--- src/rtl/onewire_id_pkg.sv ---
package onewire_id_pkg;

    localparam int          ID_BITS     = 64;
    localparam int          SER_BITS    = 48;
    localparam int          BODY_BITS   = ID_BITS - 8;
    localparam int          IDX_W       = $clog2(ID_BITS);
    localparam logic [7:0]  FAMILY_CODE = 8'h01;
    localparam logic [7:0]  CRC_REFL    = 8'h8C;

    localparam logic [7:0]  OP_READ_A   = 8'h33;
    localparam logic [7:0]  OP_READ_B   = 8'h0F;
    localparam logic [7:0]  OP_MATCH    = 8'h55;
    localparam logic [7:0]  OP_SEARCH   = 8'hF0;

    typedef enum logic [2:0] {
        PH_QUIET,
        PH_RST_LOW,
        PH_PRES_WAIT,
        PH_PRES_DRV,
        PH_CMD,
        PH_READ,
        PH_MATCH,
        PH_SEARCH
    } phase_e;

    typedef enum logic [1:0] {
        SR_TRUE,
        SR_CMPL,
        SR_DIR
    } search_e;

    typedef struct packed {
        phase_e             phase;
        search_e            sub;
        logic [IDX_W-1:0]   idx;
        logic [2:0]         bcnt;
        logic [7:0]         cmd;
        logic               in_slot;
        logic               pull;
        logic               sel;
    } eng_state_t;

    function automatic logic [7:0] crc8_step(input logic [7:0] crc, input logic din);
        logic       fb;
        logic [7:0] nxt;
        fb  = crc[0] ^ din;
        nxt = crc >> 1;
        if (fb) nxt = nxt ^ CRC_REFL;
        return nxt;
    endfunction

    function automatic phase_e decode_cmd(input logic [7:0] op);
        phase_e ph;
        case (op)
            OP_READ_A, OP_READ_B: ph = PH_READ;
            OP_MATCH:             ph = PH_MATCH;
            OP_SEARCH:            ph = PH_SEARCH;
            default:              ph = PH_QUIET;
        endcase
        return ph;
    endfunction

endpackage

--- src/rtl/ow_id_rom.sv ---
module ow_id_rom
    import onewire_id_pkg::*;
#(
    parameter logic [SER_BITS-1:0] SERIAL_NUM = '0
) (
    output logic [ID_BITS-1:0] id_word
);

    logic [BODY_BITS-1:0] body;
    logic [7:0]           chain [BODY_BITS+1];

    assign body     = {SERIAL_NUM, FAMILY_CODE};
    assign chain[0] = 8'h00;

    generate
        for (genvar i = 0; i < BODY_BITS; i++) begin : g_crc
            assign chain[i+1] = crc8_step(chain[i], body[i]);
        end
    endgenerate

    assign id_word = {chain[BODY_BITS], body};

endmodule

--- src/rtl/ow_line_monitor.sv ---
module ow_line_monitor #(
    parameter int T_RST = 120
) (
    input  logic clk,
    input  logic rst,
    input  logic tick_en,
    input  logic bus_in,
    input  logic own_pull,
    output logic fell,
    output logic rst_req
);

    localparam int CW = $clog2(T_RST + 2);

    logic          line_q;
    logic [CW-1:0] low_cnt;

    always_ff @(posedge clk) begin
        if (rst) begin
            line_q  <= 1'b1;
            low_cnt <= '0;
        end else begin
            line_q <= bus_in;
            if (bus_in)
                low_cnt <= '0;
            else if (tick_en && !own_pull && (low_cnt <= CW'(T_RST)))
                low_cnt <= low_cnt + 1'b1;
        end
    end

    // A falling edge caused by our own pull-down is not a master slot.
    assign fell    = line_q & ~bus_in & ~own_pull;
    assign rst_req = ~bus_in & tick_en & ~own_pull & (low_cnt == CW'(T_RST));

endmodule

--- src/rtl/ow_slot_engine.sv ---
module ow_slot_engine
    import onewire_id_pkg::*;
#(
    parameter int T_PWAIT  = 30,
    parameter int T_PLEN   = 120,
    parameter int T_SAMPLE = 30
) (
    input  logic               clk,
    input  logic               rst,
    input  logic               tick_en,
    input  logic               bus_in,
    input  logic               fell,
    input  logic               rst_req,
    input  logic [ID_BITS-1:0] id_word,
    output logic               pull,
    output logic               selected,
    output logic               in_presence
);

    localparam int TMAX0 = (T_PLEN > T_PWAIT) ? T_PLEN : T_PWAIT;
    localparam int TMAX  = (TMAX0 > T_SAMPLE) ? TMAX0 : T_SAMPLE;
    localparam int TW    = $clog2(TMAX + 1);

    eng_state_t     st, st_n;
    logic [TW-1:0]  tcnt, tcnt_n;
    logic           id_bit;
    logic           slot_read;
    logic           tx_bit;
    logic           last_bit;
    logic [7:0]     cmd_next;

    assign id_bit    = id_word[st.idx];
    assign last_bit  = (st.idx == IDX_W'(ID_BITS - 1));
    assign slot_read = (st.phase == PH_READ) ||
                       ((st.phase == PH_SEARCH) && (st.sub != SR_DIR));
    assign tx_bit    = ((st.phase == PH_SEARCH) && (st.sub == SR_CMPL)) ? ~id_bit : id_bit;
    assign cmd_next  = {bus_in, st.cmd[7:1]};

    always_comb begin
        st_n   = st;
        tcnt_n = tcnt;
        if (rst_req) begin
            st_n.phase   = PH_RST_LOW;
            st_n.in_slot = 1'b0;
            st_n.pull    = 1'b0;
            st_n.sel     = 1'b0;
            tcnt_n       = '0;
        end else begin
            case (st.phase)
                PH_RST_LOW: begin
                    if (bus_in) begin
                        st_n.phase = PH_PRES_WAIT;
                        tcnt_n     = '0;
                    end
                end
                PH_PRES_WAIT: begin
                    if (tick_en) begin
                        if (tcnt == TW'(T_PWAIT - 1)) begin
                            st_n.phase = PH_PRES_DRV;
                            st_n.pull  = 1'b1;
                            tcnt_n     = '0;
                        end else begin
                            tcnt_n = tcnt + 1'b1;
                        end
                    end
                end
                PH_PRES_DRV: begin
                    if (tick_en) begin
                        if (tcnt == TW'(T_PLEN - 1)) begin
                            st_n.phase   = PH_CMD;
                            st_n.pull    = 1'b0;
                            st_n.bcnt    = '0;
                            st_n.cmd     = '0;
                            st_n.in_slot = 1'b0;
                            tcnt_n       = '0;
                        end else begin
                            tcnt_n = tcnt + 1'b1;
                        end
                    end
                end
                PH_CMD, PH_READ, PH_MATCH, PH_SEARCH: begin
                    if (fell) begin
                        st_n.in_slot = 1'b1;
                        st_n.pull    = slot_read && !tx_bit;
                        tcnt_n       = '0;
                    end else if (st.in_slot && tick_en) begin
                        if (tcnt == TW'(T_SAMPLE - 1)) begin
                            st_n.in_slot = 1'b0;
                            st_n.pull    = 1'b0;
                            case (st.phase)
                                PH_CMD: begin
                                    st_n.cmd = cmd_next;
                                    if (st.bcnt == 3'd7) begin
                                        st_n.phase = decode_cmd(cmd_next);
                                        st_n.idx   = '0;
                                        st_n.sub   = SR_TRUE;
                                    end else begin
                                        st_n.bcnt = st.bcnt + 3'd1;
                                    end
                                end
                                PH_READ: begin
                                    if (last_bit) begin
                                        st_n.phase = PH_QUIET;
                                        st_n.sel   = 1'b1;
                                    end else begin
                                        st_n.idx = st.idx + 1'b1;
                                    end
                                end
                                PH_MATCH: begin
                                    if (bus_in != id_bit) begin
                                        st_n.phase = PH_QUIET;
                                    end else if (last_bit) begin
                                        st_n.phase = PH_QUIET;
                                        st_n.sel   = 1'b1;
                                    end else begin
                                        st_n.idx = st.idx + 1'b1;
                                    end
                                end
                                default: begin
                                    case (st.sub)
                                        SR_TRUE: st_n.sub = SR_CMPL;
                                        SR_CMPL: st_n.sub = SR_DIR;
                                        default: begin
                                            if (bus_in != id_bit) begin
                                                st_n.phase = PH_QUIET;
                                            end else if (last_bit) begin
                                                st_n.phase = PH_QUIET;
                                                st_n.sel   = 1'b1;
                                            end else begin
                                                st_n.idx = st.idx + 1'b1;
                                                st_n.sub = SR_TRUE;
                                            end
                                        end
                                    endcase
                                end
                            endcase
                        end else begin
                            tcnt_n = tcnt + 1'b1;
                        end
                    end
                end
                default: ;
            endcase
        end
    end

    always_ff @(posedge clk) begin
        if (rst) begin
            st.phase   <= PH_QUIET;
            st.sub     <= SR_TRUE;
            st.idx     <= '0;
            st.bcnt    <= '0;
            st.cmd     <= '0;
            st.in_slot <= 1'b0;
            st.pull    <= 1'b0;
            st.sel     <= 1'b0;
            tcnt       <= '0;
        end else begin
            st   <= st_n;
            tcnt <= tcnt_n;
        end
    end

    assign pull        = st.pull;
    assign selected    = st.sel;
    assign in_presence = (st.phase == PH_PRES_DRV);

endmodule

--- src/rtl/onewire_id_responder.sv ---
module onewire_id_responder
    import onewire_id_pkg::*;
#(
    parameter logic [SER_BITS-1:0] SERIAL_NUM = 48'h0000_0000_0001,
    parameter int                  T_RST      = 120,
    parameter int                  T_PWAIT    = 30,
    parameter int                  T_PLEN     = 120,
    parameter int                  T_SAMPLE   = 30
) (
    input  logic clk,
    input  logic rst,
    input  logic tick_en,
    input  logic bus_in,
    output logic bus_pull,
    output logic selected
);

    logic [ID_BITS-1:0] id_word;
    logic               fell;
    logic               rst_req;
    logic               pull_int;
    logic               in_presence;

    ow_id_rom #(
        .SERIAL_NUM(SERIAL_NUM)
    ) u_rom (
        .id_word(id_word)
    );

    ow_line_monitor #(
        .T_RST(T_RST)
    ) u_mon (
        .clk     (clk),
        .rst     (rst),
        .tick_en (tick_en),
        .bus_in  (bus_in),
        .own_pull(pull_int),
        .fell    (fell),
        .rst_req (rst_req)
    );

    ow_slot_engine #(
        .T_PWAIT (T_PWAIT),
        .T_PLEN  (T_PLEN),
        .T_SAMPLE(T_SAMPLE)
    ) u_eng (
        .clk        (clk),
        .rst        (rst),
        .tick_en    (tick_en),
        .bus_in     (bus_in),
        .fell       (fell),
        .rst_req    (rst_req),
        .id_word    (id_word),
        .pull       (pull_int),
        .selected   (selected),
        .in_presence(in_presence)
    );

    assign bus_pull = pull_int;

endmodule

--- config.mk ---
export PLATFORM = sky130hd
export DESIGN_NAME = onewire_id_responder
export DESIGN_NICKNAME = d
export VERILOG_FILES = /design/src/rtl/onewire_id_pkg.sv /design/src/rtl/ow_id_rom.sv /design/src/rtl/ow_line_monitor.sv /design/src/rtl/ow_slot_engine.sv /design/src/rtl/onewire_id_responder.sv
export SDC_FILE = /design/constraint.sdc
export NUM_CORES = 1
export LEC_CHECK = 0
export BUFFER_PORTS_ARGS = -buffer_cell sky130_fd_sc_hd__buf_4
export CAP_MARGIN = 20
export CORE_MARGIN = 5
export CORE_UTILIZATION = 32
export DETAILED_ROUTE_END_ITERATION = 10
export GPL_ROUTABILITY_DRIVEN = 0
export GPL_TIMING_DRIVEN = 0
export PLACE_DENSITY = 0.53
export SLEW_MARGIN = 20
export SYNTH_ARGS = -nofsm -noshare
export SYNTH_HDL_FRONTEND = slang
export SYNTH_SLANG_ARGS = --single-unit
export TNS_END_PERCENT = 50
--- constraint.sdc ---
create_clock -name clk -period 3.05 [get_ports clk]
set_clock_uncertainty 0.1 [all_clocks]
set_input_delay 0.305 -clock clk [delete_from_list [all_inputs] [get_ports clk]]
set_output_delay 0.305 -clock clk [all_outputs]
set_load 0.03 [all_outputs]
==> results.ini <==
[power_and_ir_drop]
switchingPower_uw=204
pwr-share-seq_pct=58.6
p_comb_share_pct=3.6
p_int_uw=689
p_clk_share_pct=37.8
cellPowerDensity_nw_per_um2=332
leakagePower_nw=0.910
netSwitchingFraction_pct=22.8
peakVddDrop_mv=0.150

[synthesis]
ys_seq_elements=40
synth_top_flop_cell=dfxtp_1
syn_area_per_cell_um2=7.97
yosys_warnings=0
yosys.area.top_type=dfxtp_1
synth_area_leaders=dfxtp_1, a21oi_1, nand2_1
yosys.cell_count.top_type=dfxtp_1
synth_edf_count=0
synthCells=302
synth_commonest_cells=dfxtp_1, a21oi_1, nand2_1
synth_top_area_share_pct=33.3
synthDistinctLibCells=59
synth_async_sr_flop_share_pct=0
syn_area_um2=2410
ys_seq_area_share_pct=33.3
syn-num-nets=313

[floorplan]
die_y_um=96.7
core-area_um2=7290
die_x_um=96.7
die_area_um2=9350
io_pins=6
start_util_pct=33.0
rows=31

[cells_and_area]
n_fill_cell=817
finalInstanceArea_um2=2690
antenna_cells=0
drive_above_1_share_pct=12.7
syn2layout_area_growth_pct=12.0
nNetsFinal=326

[place]
placed_area_um2=2560
pre_cts_ws_ns=-0.0317
hpwl_um=4270
port_buffers=4

[grt]
gr-total-overflow=0
antenna_found_initial=0
grt_start_max_net_pins=12
grt_pass1_wl_um=9990
grt_util_all_layers_pct=12.7
grt_pass1_vias=2053

[routing]
wirelength_um=5940
drtAntennaViolNets=0
drt_iter0_drc=172
dr_total_vias=2252
route.detailed.drc=0
first_pass_iters=4
vias_per_cell=5.44
post_drt_wl_per_cell_um=14.4

[timing]
fin_crit_sh_pct=97.0
drv_slew=0
finalWorstSetupSlack_ns=0.0925
maxSlewHeadroom_pct=59.2
worst_slew_pin_slew_ns=0.606
setup_violations=0
fmax_mhz=338
setup_tns_ns=0
finalCriticalPeriod_ns=2.96
hold_viol=0

[worst_setup_path]
worstSetupPathType=flop to flop
crit_fanout=6
worstPathRequired_ns=3.18
cpPeakStageDelay_ns=0.53
worst_setup_path_end_kind=flop
crit_chain=ha_1 -> ha_2 -> o32ai_1 -> or4b_4 -> buf_6 -> or2_4 -> o221a_4 -> or4_4 -> a21oi_2
startpoint_type=flop
rrSetupSlack_ns=0.09
cpMaxStageDelayCell=or4b_4
worstPathArrival_ns=3.09

[cts]
clock_path_buffers=2
cts_sinks=40
cts_buffers=5
cts_tree=yes
clkTransAtPathRegs_ns=0.08
root_buffer=clkbuf_8
clock_latency_ns=0.29
htree_levels=2

[job]
cap_viol_max_count=0

[outcome]
status=finished clean

[hold_path]
min_path_type=input pin to flop

## area by class of cell
type / instances / area (um2) / area share [%]
multi-input cells: 240 / 1540 / 57.2
flip-flops and latches: 40 / 806 / 29.9
well taps: 99 / 124 / 4.60
clock buffers: 6 / 72.6 / 2.69
plain buffers: 14 / 71.3 / 2.65
repair buffers: 6 / 45.0 / 1.67
inverters: 8 / 30.0 / 1.11
clock inverters: 1 / 5.00 / 0.186
## power by group through the flow
| stage | registers (mW) | clock network (mW) | logic (mW) |
|---|---|---|---|
| 3_5_place_dp | 0.537 | 0 | 0.0326 |
| 6_report | 0.524 | 0.337 | 0.0325 |
| 3_3_place_gp | 0.537 | 0 | 0.0331 |
| 4_1_cts | 0.524 | 0.358 | 0.0329 |
| 2_1_floorplan | 0.537 | 0 | 0.0221 |
| 5_1_grt | 0.524 | 0.380 | 0.0361 |
## sequential cells by signal, summed over array words and instances, names as in the netlist, named ones only
signal and count:
u_eng.st 15, u_eng.cmd_next 7, u_eng.tcnt 7, u_mon.low_cnt 7, u_eng.id_bit 1, u_eng.pull 1, u_mon.line_q 1
## routing by layer
metal	vias to the layer above	wire (um)	global-route usage [%]	part of all wire (%)
li1	1148	-	-	-
met5	-	0	0	0
met2	36	2730	19.7	46
met3	5	181	2.45	3.0
met1	1063	2940	17.2	49
met4	0	93	5.08	1.6
## cell families after synthesis
logic type	after synthesis	share of synthesized area [%]
AOI/OAI and AO/OA	92	24.3
xor gates and xnor gates	8	3.22
adders and majority gates	7	3.64
buffers and inverters	22	3.95
DFF	40	33.3
muxes	2	0.832
and+or+nand+nor	131	30.8
## through the flow
stage	total power [mW]	std cells	utilization, %	hold WS, ns
detailed placement	0.569	405	35.1	0.353
CTS	0.915	413	36.4	0.277
finish	0.893	414	36.9	0.293
floorplan	0.559	302	-	0.336
global placement	0.570	405	35.1	0.347
global route	0.940	414	36.9	0.298
## worst max-delay path, delay by kind of cell (launching register included)
family / cells / cell delay, ns
flip-flops: 1 / 0.36
adder cells (fa/ha/maj): 2 / 0.43
AO/OA/AOI/OAI: 3 / 0.54
AND/OR/NAND/NOR: 3 / 1.32
buffers and inverters: 1 / 0.14
## repair_timing
action / 4_1_cts / 5_1_grt
gates resized for setup: 2 / 13
setup endpoints to repair: 2 / 3
pin swaps: 0 / 3
hold buffers: 0 / 0
setup buffers: 1 / 1
## layout by cell type, fill, tap and decap left out, types with 3 or more instances in the layout
master and instances:
ha_1 6, and4_1 4, a21o_1 5, nand4_1 12, and2_1 3, inv_1 8
buf_4 7, nor2_1 29, nand2_1 30, a21oi_1 34, nor3_1 8, or4bb_1 3
nand3_1 9, nor4bb_1 3, xor2_1 4, a211oi_1 3, clkbuf_8 5, clkbuf_1 12
nor2b_1 5, a31oi_1 5, xnor2_1 3, o21a_1 4, dfxtp_1 38, o21ai_0 17
## final timing paths
path / endpoint / startpoint / cells past startpoint
worst min-delay path: u_eng.st[14] / rst / 3
worst max register to register: u_eng.id_bit / u_eng.st[11] / 9
worst min register to register: u_eng.st[12] / u_eng.st[12] / 2
worst max-delay path: u_eng.id_bit / u_eng.st[11] / 9
Note: power is estimated with default switching activity, not from simulation.
